<file path="src/rtl/hop_pkg.sv">
package hop_pkg;

    typedef enum logic [1:0] {
        FLD_FREQ = 2'd0,
        FLD_AMP  = 2'd1,
        FLD_PH   = 2'd2,
        FLD_NONE = 2'd3
    } hop_fld_e;

    typedef enum logic [1:0] {
        S_WAIT   = 2'd0,
        S_FETCH  = 2'd1,
        S_UPDATE = 2'd2
    } hop_state_e;

    localparam int unsigned EN_FREQ = 0;
    localparam int unsigned EN_AMP  = 1;
    localparam int unsigned EN_PH   = 2;
    localparam int unsigned N_PARAM = 3;

endpackage

</file>
<file path="src/rtl/hop_seq.sv">
module hop_seq
    import hop_pkg::*;
(
    input  logic clk,
    input  logic rst_n,
    input  logic cyc_stb,
    output logic cap,
    output logic fetch,
    output logic upd
);

    hop_state_e state_q, state_d;

    always_ff @(posedge clk) begin
        if (!rst_n) state_q <= S_WAIT;
        else        state_q <= state_d;
    end

    always_comb begin
        state_d = state_q;
        cap     = 1'b0;
        fetch   = 1'b0;
        upd     = 1'b0;
        unique case (state_q)
            S_WAIT: begin
                if (cyc_stb) begin
                    cap     = 1'b1;
                    state_d = S_FETCH;
                end
            end
            S_FETCH: begin
                fetch   = 1'b1;
                state_d = S_UPDATE;
            end
            S_UPDATE: begin
                upd     = 1'b1;
                state_d = S_WAIT;
            end
            default: state_d = S_WAIT;
        endcase
    end

    AST_STB_STARTS_FETCH: assert property (@(posedge clk) disable iff (!rst_n)
        (state_q == S_WAIT && cyc_stb) |=> (state_q == S_FETCH));
    AST_FETCH_IGNORES_STB: assert property (@(posedge clk) disable iff (!rst_n)
        (state_q == S_FETCH) |=> (state_q == S_UPDATE));
    AST_UPDATE_RETURNS: assert property (@(posedge clk) disable iff (!rst_n)
        (state_q == S_UPDATE) |=> (state_q == S_WAIT));

endmodule

</file>
<file path="src/rtl/hop_word_mem.sv">
module hop_word_mem
    import hop_pkg::*;
#(
    parameter int unsigned DEPTH  = 16,
    parameter int unsigned FREQ_W = 24,
    parameter int unsigned AMP_W  = 12,
    parameter int unsigned PH_W   = 12,
    localparam int unsigned AW    = $clog2(DEPTH)
) (
    input  logic              clk,
    input  logic              rst_n,
    input  logic              wr_en,
    input  logic [AW-1:0]     wr_idx,
    input  hop_fld_e          wr_fld,
    input  logic [FREQ_W-1:0] wr_data,
    input  logic              rd_en,
    input  logic [AW-1:0]     rd_addr,
    output logic [FREQ_W-1:0] rd_freq,
    output logic [AMP_W-1:0]  rd_amp,
    output logic [PH_W-1:0]   rd_ph
);

    logic [FREQ_W-1:0] freq_mem [DEPTH];
    logic [AMP_W-1:0]  amp_mem  [DEPTH];
    logic [PH_W-1:0]   ph_mem   [DEPTH];

    always_ff @(posedge clk) begin
        if (!rst_n) begin
            for (int e = 0; e < DEPTH; e++) begin
                freq_mem[e] <= '0;
                amp_mem[e]  <= '0;
                ph_mem[e]   <= '0;
            end
        end else if (wr_en) begin
            unique case (wr_fld)
                FLD_FREQ: freq_mem[wr_idx] <= wr_data;
                FLD_AMP:  amp_mem[wr_idx]  <= wr_data[AMP_W-1:0];
                FLD_PH:   ph_mem[wr_idx]   <= wr_data[PH_W-1:0];
                FLD_NONE: ;
                default:  ;
            endcase
        end
    end

    always_ff @(posedge clk) begin
        if (!rst_n) begin
            rd_freq <= '0;
            rd_amp  <= '0;
            rd_ph   <= '0;
        end else if (rd_en) begin
            rd_freq <= freq_mem[rd_addr];
            rd_amp  <= amp_mem[rd_addr];
            rd_ph   <= ph_mem[rd_addr];
        end
    end

    AST_FREQ_WRITE_LANDS: assert property (@(posedge clk) disable iff (!rst_n)
        (wr_en && wr_fld == FLD_FREQ) |=> (freq_mem[$past(wr_idx)] == $past(wr_data)));
    AST_READ_HELD: assert property (@(posedge clk) disable iff (!rst_n)
        !rd_en |=> ($stable(rd_freq) && $stable(rd_amp) && $stable(rd_ph)));

endmodule

</file>
<file path="src/rtl/hop_param_store.sv">
module hop_param_store
    import hop_pkg::*;
#(
    parameter int unsigned DEPTH  = 16,
    parameter int unsigned FREQ_W = 24,
    parameter int unsigned AMP_W  = 12,
    parameter int unsigned PH_W   = 12,
    localparam int unsigned AW    = $clog2(DEPTH)
) (
    input  logic              clk,
    input  logic              rst_n,
    input  logic              wr_en,
    input  logic [AW-1:0]     wr_idx,
    input  logic [1:0]        wr_fld,
    input  logic [FREQ_W-1:0] wr_data,
    input  logic [AW-1:0]     hop_addr,
    input  logic              cyc_stb,
    input  logic [N_PARAM-1:0] hop_en,
    input  logic [FREQ_W-1:0] stat_freq,
    input  logic [AMP_W-1:0]  stat_amp,
    input  logic [PH_W-1:0]   stat_ph,
    output logic [FREQ_W-1:0] out_freq,
    output logic [AMP_W-1:0]  out_amp,
    output logic [PH_W-1:0]   out_ph
);

    logic cap, fetch, upd;

    logic [AW-1:0]      addr_q;
    logic [N_PARAM-1:0] en_q;
    logic [FREQ_W-1:0]  sfreq_q;
    logic [AMP_W-1:0]   samp_q;
    logic [PH_W-1:0]    sph_q;

    logic [FREQ_W-1:0]  rd_freq;
    logic [AMP_W-1:0]   rd_amp;
    logic [PH_W-1:0]    rd_ph;

    hop_seq u_seq (
        .clk     (clk),
        .rst_n   (rst_n),
        .cyc_stb (cyc_stb),
        .cap     (cap),
        .fetch   (fetch),
        .upd     (upd)
    );

    hop_word_mem #(
        .DEPTH  (DEPTH),
        .FREQ_W (FREQ_W),
        .AMP_W  (AMP_W),
        .PH_W   (PH_W)
    ) u_mem (
        .clk     (clk),
        .rst_n   (rst_n),
        .wr_en   (wr_en),
        .wr_idx  (wr_idx),
        .wr_fld  (hop_fld_e'(wr_fld)),
        .wr_data (wr_data),
        .rd_en   (fetch),
        .rd_addr (addr_q),
        .rd_freq (rd_freq),
        .rd_amp  (rd_amp),
        .rd_ph   (rd_ph)
    );

    always_ff @(posedge clk) begin
        if (!rst_n) begin
            addr_q  <= '0;
            en_q    <= '0;
            sfreq_q <= '0;
            samp_q  <= '0;
            sph_q   <= '0;
        end else if (cap) begin
            addr_q  <= hop_addr;
            en_q    <= hop_en;
            sfreq_q <= stat_freq;
            samp_q  <= stat_amp;
            sph_q   <= stat_ph;
        end
    end

    always_ff @(posedge clk) begin
        if (!rst_n) begin
            out_freq <= '0;
            out_amp  <= '0;
            out_ph   <= '0;
        end else if (upd) begin
            out_freq <= en_q[EN_FREQ] ? rd_freq : sfreq_q;
            out_amp  <= en_q[EN_AMP]  ? rd_amp  : samp_q;
            out_ph   <= en_q[EN_PH]   ? rd_ph   : sph_q;
        end
    end

    AST_OUT_HOLD: assert property (@(posedge clk) disable iff (!rst_n)
        !upd |=> ($stable(out_freq) && $stable(out_amp) && $stable(out_ph)));
    AST_CAPTURE_HOLD: assert property (@(posedge clk) disable iff (!rst_n)
        !cap |=> ($stable(addr_q) && $stable(en_q)));
    AST_STATIC_FREQ_PATH: assert property (@(posedge clk) disable iff (!rst_n)
        (upd && !en_q[EN_FREQ]) |=> (out_freq == $past(sfreq_q)));

endmodule

</file>
<file path="config.mk">
export PLATFORM = sky130hd
export DESIGN_NAME = hop_param_store
export DESIGN_NICKNAME = d
export VERILOG_FILES = /design/src/rtl/hop_pkg.sv /design/src/rtl/hop_seq.sv /design/src/rtl/hop_word_mem.sv /design/src/rtl/hop_param_store.sv
export SDC_FILE = /design/constraint.sdc
export NUM_CORES = 1
export LEC_CHECK = 0
export ABC_CLOCK_PERIOD_IN_PS = 4200
export BUFFER_PORTS_ARGS = -buffer_cell sky130_fd_sc_hd__buf_2
export CAP_MARGIN = 10
export CORE_MARGIN = 2
export CORE_UTILIZATION = 45
export DETAILED_ROUTE_END_ITERATION = 12
export PLACE_DENSITY = 0.73
export SYNTH_ARGS = -nofsm -noshare
export SYNTH_HDL_FRONTEND = slang
export SYNTH_SLANG_ARGS = --single-unit
</file>
<file path="constraint.sdc">
create_clock -name clk -period 4.2 [get_ports clk]
set_input_delay 0.63 -clock clk [delete_from_list [all_inputs] [get_ports clk]]
set_output_delay 0.63 -clock clk [all_outputs]
set_load 0.02 [all_outputs]
</file>
==> impl_metrics.ini, run 1 <==
[clock_network]
ctsHoldBuffers = 0
cts.sinks = 921
cts_buffer_depth = 3
cts_tree = built
clock_latency_ns = 0.65
clkTransAtPathRegs_ns = 0.06
numCtsBuffers = 88
cts_root_buf = clkbuf_16
htreeDepth = 3
post_cts_buffers = 0
cts_resized = 0

[global_routing]
grtUsageMet1 = 0.300
groute.usage.overall = 0.208
grt_start_max_net_pins = 143
grt_pass1_vias = 23200
grt_pass1_wl_mm = 147
grt.busiest_layer = met2
globalRouteMet3Util = 0.0443
antenna_found_initial = 12
overflow = 0
use_met2 = 0.330

[route]
vias = 23200
via_per_inst = 5.68
ant_nets = 0
wl_per_cell_um = 23.8
drt_iter0_drc = 2734
drcViolationCount = 0
wirelength_mm = 97.1
first_pass_iters = 5

[layout]
seqCellArea_um2 = 26100
multi_input_area_um2 = 13500
syn_to_final_growth_pct = 11.7
instances_no_fill = 4089
fin_nets = 2925
fill_cells = 7315
drive_gt1_frac = 0.215

[synth]
synth_top_family_by_area = simple AND/OR/NAND/NOR gates
synth_edf_count = 768
synth_mux_area_frac = 0.143
synth.top_cell.area_share = 0.567
ys_types = 33
yosysTopAreaCell = edfxtp_1
synth_nets = 2874
synth_sequential_area_ratio = 0.643
syn_inst = 2785
yosysMostFrequentCell = and2_1
synth_compound_area_frac = 0.0425
synth_commonest_cells = and2_1, edfxtp_1, clkbuf_1, mux4_2, nand2_1
synthFlopType = edfxtp_1
synthXorXnorAreaFrac = 0
netlist_area_um2 = 40600
ys_async_sr_fraction = 0
ys_ff_latch = 921
ys_warn_count = 0
syn_avg_cell_area_um2 = 14.6
synthAdderAreaFrac = 0
synth-simple-area-share = 0.144
yosys-top-cells-area = edfxtp_1, and2_1, mux4_2, dfxtp_1, mux2i_1

[hold_path]
min_to = en_q[2]$_SDFFE_PN0P_
hold_path_depth = 3
hold_path_class = primary input to flop
holdCritStartpoint = hop_en[2]

[floorplan]
die_area_um2 = 92700
initial_core_util = 0.453
core_um2 = 89700
ioPinCount = 137
dieWidth_um = 305
die_y_um = 305
row_count = 110

[sta]
timing.fmax_mhz = 385
slew_headroom = 0.214
rsz0062_at_grt = no
period_minus_slack_ns = 2.60
hold_viol_final = 0
fin_skew_ns = 0.0195
timing.final.crit_share = 0.619
slew_viol_final = 0
timing.setup.tns_ns = 0
final-setup-viol-count = 0
tightest_slew_ns = 1.18

[worst_setup_path]
ff2ff_path_depth = 5
critPathKind = flop to flop
cp-start-kind = flop
r2r_start = addr_q[2]$_SDFFE_PN0P_
worst_setup_path_end_kind = flop
crit_required_ns = 4.71
arrival_ns = 3.10
r2r_slack_ns = 1.60
critPathMaxFanout = 53
r2r-end = u_mem.rd_amp[1]$_SDFFE_PN0N_

[status]
status = finished clean

[power_and_ir_drop]
irDropWorstVdd_v = 0.000349
power.density_nw_per_um2 = 436
p_leak_nw = 16.1

[placed_design]
place_inst = 3916
gp_congestion = 0.824
port_buffers = 136
dpl.hpwl_mm = 62.0

[flow_run]
cap_violations = 0
kinds of logic after synthesis:
| kind of cell | after synthesis |
|---|---|
| buffers and inverters | 265 |
| AND/OR/NAND/NOR | 1018 |
| AO/OA/AOI/OAI | 244 |
| multiplexers | 337 |
| flip-flops | 921 |
state kept, by name, indices dropped and copies added, names as in the netlist:
signal / cells
sfreq_q: 24
samp_q: 12
u_mem.amp_mem: 192
out_ph: 12
sph_q: 12
u_mem.rd_freq: 24
u_seq.state_q: 2
out_freq: 24
en_q: 3
u_mem.ph_mem: 192
addr_q: 4
u_mem.rd_ph: 12
u_mem.rd_amp: 12
u_mem.freq_mem: 384
out_amp: 12
worst max path at each step:
stage | endpoint | slack [ns] | depth (start not counted) | startpoint
after global routing | u_mem.rd_amp[1]$_SDFFE_PN0N_ | 1.48 | 5 | addr_q[2]$_SDFFE_PN0P_
after detailed placement | u_mem.freq_mem[13][10]$_SDFFCE_PN0P_ | 1.08 | 5 | rst_n
after floorplan | u_mem.freq_mem[14][0]$_SDFFCE_PN0P_ | 0.61 | 4 | wr_fld[0]
after global placement | u_mem.freq_mem[13][13]$_SDFFCE_PN0P_ | 1.08 | 5 | rst_n
final | u_mem.rd_amp[1]$_SDFFE_PN0N_ | 1.60 | 5 | addr_q[2]$_SDFFE_PN0P_
after CTS | u_mem.rd_amp[1]$_SDFFE_PN0N_ | 1.57 | 5 | addr_q[2]$_SDFFE_PN0P_
power by group:
group / total [mW] / internal [mW] / switching (mW)
registers: 10.6 / 10.4 / 0.232
clock network: 7.74 / 4.28 / 3.46
logic: 1.48 / 0.605 / 0.880
total: 19.8 / 15.2 / 4.57
routing by layer:
metal | wire length (um) | up-vias
met2 | 45900 | 928
met3 | 8150 | 121
met1 | 41600 | 12000
li1 | - | 10200
met5 | 117 | -
met4 | 1410 | 18
cell usage in the layout, fill, tap and decap left out, types with 2 or more instances in the layout:
cell,instances
nor4_1,4
o21ai_2,14
buf_8,4
inv_16,2
o21ai_1,47
a21boi_0,55
bufinv_16,2
mux4_2,190
clkbuf_16,91
clkinv_1,12
clkinv_4,2
clkinv_2,26
edfxtp_1,768
and2_1,768
buf_2,135
dfxtp_1,150
nand3_1,4
and2_2,2
inv_6,2
nand2_1,171
dfxtp_4,3
mux2i_1,99
nor4_4,2
clkbuf_8,9
o211a_1,48
clkinvlp_4,3
clkbuf_1,16
mux2_2,48
nand4b_1,2
nor2b_1,6
nor2_1,46
nand2b_1,6
o21ai_0,29
buf_12,7
a22oi_1,48
buf_4,78
stage by stage:
stage / setup WS [ns] / total power [mW] / utilization / cell area, um2 / hold WS [ns]
detailed placement: 1.08 / 12.2 / 0.473 / 42500 / 0.458
finish: 1.60 / 19.8 / 0.506 / 45400 / 0.227
floorplan: 0.612 / 11.6 / - / 40600 / 0.436
CTS: 1.57 / 19.9 / 0.505 / 45300 / 0.200
global route: 1.48 / 20.4 / 0.506 / 45400 / 0.221
global placement: 1.08 / 12.2 / 0.473 / 42500 / 0.454
cell type report:
type / instances / share of cell area
well taps: 1176 / 0.0324
diodes: 1 / 0.0000551
repair buffers: 225 / 0.0328
flip-flops and latches: 921 / 0.576
clock buffers: 116 / 0.0542
inverters: 1 / 0.0000827
clock inverters: 50 / 0.00769
multi-input cells: 1599 / 0.297
worst max-delay path, cell delays in order (launching register included):
cell	delay [ns]
dfxtp_4	0.90
buf_4	0.54
mux4_2	0.43
mux2_2	0.29
a22oi_1	0.18
o21ai_1	0.09
No activity file was read; power rests on OpenSTA's default activity.
==> run 2, diff against run 1 <==
- ABC_CLOCK_PERIOD_IN_PS: 4200 -> 2200
- PLACE_DENSITY: 0.73 -> 0.75
- clock period: 4.2 -> 2.2 ns (I/O delays scaled with it)
==> run 2 against run 1 <==
Worst setup slack got worse by 1.5 ns. Sequential cell count stayed put. Sequential share of layout area down 2.2 points. First-iteration DRC count down 12%. Highest routed layer unchanged. Largest cell class unchanged. Hold slack got worse by 0.052 ns. Clock skew up 0.00077 ns. Clock power increased by 93%. Largest power group unchanged.
==> impl_metrics.ini, run 2 (synthesized netlist as in run 1, its figures left out) <==
[layout]
seqCellArea_um2 = 26100
drive_gt1_frac = 0.234
multi_input_area_um2 = 13500
syn_to_final_growth_pct = 16.1
fill_cells = 7080
regMostFlops = u_mem.freq_mem
layout_common_cells = and2_1, edfxtp_1, mux4_2
fin_nets = 3084
top_regs = u_mem.freq_mem x384, u_mem.amp_mem x192, u_mem.ph_mem x192
largest_reg_flops = 384

[sta]
final-setup-viol-count = 0
finalWorstSetupSlack_ns = 0.131
hold_viol_final = 0
timing.final.crit_share = 0.941
timing.setup.tns_ns = 0
fin_skew_ns = 0.0202
rsz0062_at_grt = no
timing.fmax_mhz = 483
tightest_slew_ns = 0.891
period_minus_slack_ns = 2.07
slew_headroom = 0.404
slew_viol_final = 0

[route]
drcViolationCount = 0
drt_iter0_drc = 2393
wl_per_cell_um = 22.8
first_pass_iters = 5
via_per_inst = 5.48
wirelength_mm = 96.7
vias = 23300
ant_nets = 0

[worst_setup_path]
slowest_stage = mux4_2
crit_family = multiplexers
critPathKind = flop to flop
arrival_ns = 2.59
critical_path_buf_inv_count = 2
max_stage_delay_ns = 0.56
cp-start-kind = flop
path_common_cell = buf_12
worst_setup_path_end_kind = flop
path_cells = buf_12 > buf_12 > mux4_2 > mux2i_1 > o21ai_1
crit_required_ns = 2.72
critPathMaxFanout = 28

[clock_network]
clkTransAtPathRegs_ns = 0.06
post_cts_buffers = 0
cts.sinks = 921
cts_root_buf = clkbuf_16
cts_buffer_depth = 3
htreeDepth = 3
clock_latency_ns = 0.64
numCtsBuffers = 88
cts_tree = built

[placed_design]
gp_congestion = 0.802
dpl.hpwl_mm = 61.3
pre_cts_slack_ns = 0.0239
port_buffers = 136

[power_and_ir_drop]
p_leak_nw = 16.9
power.density_nw_per_um2 = 810
irDropWorstVdd_v = 0.000507

[floorplan]
core_um2 = 89700
die_y_um = 305
row_count = 110
initial_core_util = 0.453
ioPinCount = 137
dieWidth_um = 305
die_area_um2 = 92700

[global_routing]
grt_pass1_wl_mm = 147
grt_start_max_net_pins = 104
overflow = 0
grt_pass1_vias = 23800
groute.usage.overall = 0.208
antenna_found_initial = 16

[status]
status = finished clean

[flow_run]
cap_violations = 0

[hold_path]
hold_path_class = primary input to flop
run 2: cell types whose count changed in the layout (fill, tap and decap cells not counted), sizes merged, moves of 3 or more:
cell / previous run / this run
buf: 225 / 328
clkbuf: 116 / 122
clkinv: 41 / 37
diode: 1 / 5
dlygate4sd3: 0 / 56
inv: 5 / 2
run 2: timing repair:
item	in CTS	in global routing
gates resized for setup	0	1
endpoints found under the hold margin	56	0
hold buffers	56	0
endpoints found under the setup margin	0	1
run 2: area by class of cell:
type,count,area share
timing repair buffer,384,0.0691
tap,1176,0.0312
multi-input combinational,1599,0.286
sequential,921,0.554
antenna,5,0.000265
clock inverter,43,0.00666
inverter,1,0.0000796
clock buffer,122,0.0532
run 2: routing by layer:
layer / up-vias / share of wire / track usage
met5: - / 0.0022 / 0.0103
met4: 18 / 0.024 / 0.0617
met3: 151 / 0.082 / 0.0480
met2: 847 / 0.48 / 0.339
met1: 11700 / 0.41 / 0.279
li1: 10500 / - / -
run 2: where the power goes:
group / switching (mW) / internal (mW)
clock: 6.46 / 8.45
sequential: 0.344 / 19.8
combinational: 1.81 / 1.42
total: 8.61 / 29.6
run 2: final timing paths:
| path | from | slack [ns] | end | cells past startpoint |
|---|---|---|---|---|
| worst max register to register | addr_q[0]$_SDFFE_PN0P_ | 0.13 | u_mem.rd_freq[10]$_SDFFE_PN0N_ | 5 |
| worst min register to register | sfreq_q[17]$_SDFFE_PN0P_ | 0.46 | sfreq_q[17]$_SDFFE_PN0P_ | 2 |
| worst min-delay path | wr_data[18] | 0.18 | u_mem.freq_mem[9][18]$_SDFFCE_PN0P_ | 2 |
| worst max-delay path | addr_q[0]$_SDFFE_PN0P_ | 0.13 | u_mem.rd_freq[10]$_SDFFE_PN0N_ | 5 |
run 2: per-stage QoR:
stage	std cells	util	instance area, um2	hold slack [ns]	power, mW
floorplan	2785	-	40700	0.436	22.2
global placement	4025	0.488	43800	0.451	23.5
detailed placement	4025	0.488	43800	0.456	23.6
CTS	4246	0.526	47200	0.153	38.4
global route	4247	0.526	47200	0.203	39.3
finish	4251	0.526	47200	0.175	38.2
==> run 3, diff against run 2 <==
- ABC_AREA: default -> 1
==> run 3 against run 2 <==
Worst setup slack better by 0.17 ns. Highest routed layer unchanged. Non-clock buffer count fell by 11. Sequential share of layout area grew 0.75 points. Clock-buffer cell count increased by 5.
==> impl_metrics.ini, run 3 <==
[worst_setup_path]
worst_setup_path_end_kind = flop
r2r_start = addr_q[1]$_SDFFE_PN0P_
critPathKind = flop to flop
arrival_ns = 2.46
crit_required_ns = 2.76
critPathMaxFanout = 62
cp-start-kind = flop
ff2ff_path_depth = 10
r2r_slack_ns = 0.30
cp-startpoint = addr_q[1]$_SDFFE_PN0P_
r2r-end = u_mem.rd_freq[17]$_SDFFE_PN0N_
worstSetupEndpoint = u_mem.rd_freq[17]$_SDFFE_PN0N_

[route]
first_pass_iters = 7
wl_per_cell_um = 19.9
wirelength_mm = 113
drt_iter0_drc = 4559
vias = 31600
via_per_inst = 5.55
drcViolationCount = 0
ant_nets = 0

[placed_design]
port_buffers = 136
pre_cts_slack_ns = 0.168
gp_congestion = 0.892
dpl.hpwl_mm = 68.2
dpl_cell_area_um2 = 42900

[status]
status = finished clean

[clock_network]
cts_resized = 0
cts_buffer_depth = 3
cts_root_buf = clkbuf_16
post_cts_buffers = 0
htreeDepth = 3
numCtsBuffers = 93
clkTransAtPathRegs_ns = 0.06
clock_latency_ns = 0.67
cts.sinks = 921
cts_tree = built
ctsHoldBuffers = 52

[floorplan]
die_area_um2 = 91500
ioPinCount = 137
initial_core_util = 0.454
dieWidth_um = 302
die_y_um = 302
row_count = 109
core_um2 = 88400

[synth]
syn_avg_cell_area_um2 = 9.22
ys_async_sr_fraction = 0
synthFlopType = edfxtp_1
syn_inst = 4345
ys_types = 15
yosys-top-cells-area = edfxtp_1, nand2_1, nor2_1, nand3_1, dfxtp_1
synth_nets = 4434
synth_commonest_cells = nand2_1, nor2_1, edfxtp_1, nand3_1, clkbuf_1
synth_edf_count = 768
synth.top_cell.area_share = 0.575
yosysTopAreaCell = edfxtp_1
synth_sequential_area_ratio = 0.652
netlist_area_um2 = 40100
ys_warn_count = 0
yosysMostFrequentCell = nand2_1
ys_ff_latch = 921

[sta]
timing.fmax_mhz = 526
period_minus_slack_ns = 1.90
rsz0062_at_grt = no
timing.setup.tns_ns = 0
final-setup-viol-count = 0
tightest_slew_ns = 0.776
fin_hold_ws_ns = 0.0355
hold_viol_final = 0
finalWorstSetupSlack_ns = 0.297
slew_headroom = 0.482
timing.final.crit_share = 0.865
slew_viol_final = 0
fin_skew_ns = 0.0321

[hold_path]
hold_path_class = primary input to flop

[power_and_ir_drop]
p_clk_frac = 0.396
seq_power_share = 0.496
swShare = 0.253
p_leak_nw = 18.8
power.density_nw_per_um2 = 872
p_int_mw = 30.3
p_comb_frac = 0.108
irDropWorstVdd_v = 0.000802
net-switching-power_mw = 10.3

[layout]
regMostFlops = u_mem.freq_mem
top_regs = u_mem.freq_mem x384, u_mem.amp_mem x192, u_mem.ph_mem x192
multi_input_area_um2 = 12300
post-route-cell-area_um2 = 46600
layout_common_cells = nand2_1, nor2_1, edfxtp_1
largest_reg_flops = 384
fill_cells = 7495
fin_util = 0.527
syn_to_final_growth_pct = 16.2
fin_nets = 4543
seqCellArea_um2 = 26100
diodes = 0
layout_commonest_cell = nand2_1
drive_gt1_frac = 0.111

[global_routing]
antenna_found_initial = 3
groute.usage.overall = 0.245
overflow = 0
grt_start_max_net_pins = 152
grt_pass1_vias = 30000
grt_pass1_wl_mm = 172

[flow_run]
cap_violations = 0
==> run 3: layout make-up <==
cell class	instances	area share
clock buffer	127	0.0572
clock inverter	43	0.00943
sequential	921	0.561
timing repair buffer	373	0.0694
tap	1165	0.0313
inverter	89	0.00747
multi-input combinational	2976	0.264
==> run 3: per-stage QoR <==
stage | cells | power [mW]
after floorplan | 4345 | 23.0
after global placement | 5472 | 24.6
after detailed placement | 5472 | 24.7
after CTS | 5694 | 40.6
after global routing | 5694 | 41.8
final | 5694 | 40.6
==> run 3: cell families (layout without fill, tap and decap cells) <==
kind of cell / Yosys count / in the layout / synth area share
simple gates: 2818 / 2818 / 0.284
flops: 921 / 921 / 0.652
buf+inv: 448 / 632 / 0.0426
compound gates: 158 / 158 / 0.0212
==> run 3: worst min path at each step <==
stage | from | slack [ns] | depth (start not counted) | endpoint
global route | hop_en[1] | 0.11 | 3 | en_q[1]$_SDFFE_PN0P_
finish | hop_en[1] | 0.04 | 3 | en_q[1]$_SDFFE_PN0P_
CTS | hop_en[1] | 0.02 | 3 | en_q[1]$_SDFFE_PN0P_
floorplan | u_mem.rd_freq[19]$_SDFFE_PN0N_ | 0.45 | 2 | out_freq[19]$_SDFFE_PN0N_
detailed placement | samp_q[8]$_SDFFE_PN0P_ | 0.47 | 2 | out_amp[8]$_SDFFE_PN0N_
global placement | sfreq_q[19]$_SDFFE_PN0P_ | 0.46 | 2 | sfreq_q[19]$_SDFFE_PN0P_
==> run 3: per-layer routing <==
metal	track usage	routed length [um]	part of all wire	vias to the layer above
met3	0.0547	13500	0.12	253
met2	0.387	52100	0.46	1901
li1	-	-	-	14500
met4	0.0890	3990	0.035	4
met5	0	30	0.00026	-
met1	0.335	43800	0.39	14900
==> run 3: power by group through the flow <==
stage                     combinational (mW)  sequential (mW)  clock, mW
after CTS                               4.31             20.1       16.2
after global routing                    4.75             20.2       16.8
after floorplan                         2.56             20.4          0
after global placement                  4.13             20.5          0
final                                   4.37             20.1       16.1
after detailed placement                4.21             20.5          0
==> run 3: worst max-delay path, stage by stage, from the launching register on <==
cell and delay [ns]:
dfxtp_4 0.44, inv_6 0.10, buf_12 0.26, buf_12 0.21, nand3_1 0.18, nand3_1 0.16, nand2_1 0.07, nand2_1 0.05
nand3_1 0.09, nand2_1 0.07, inv_1 0.04
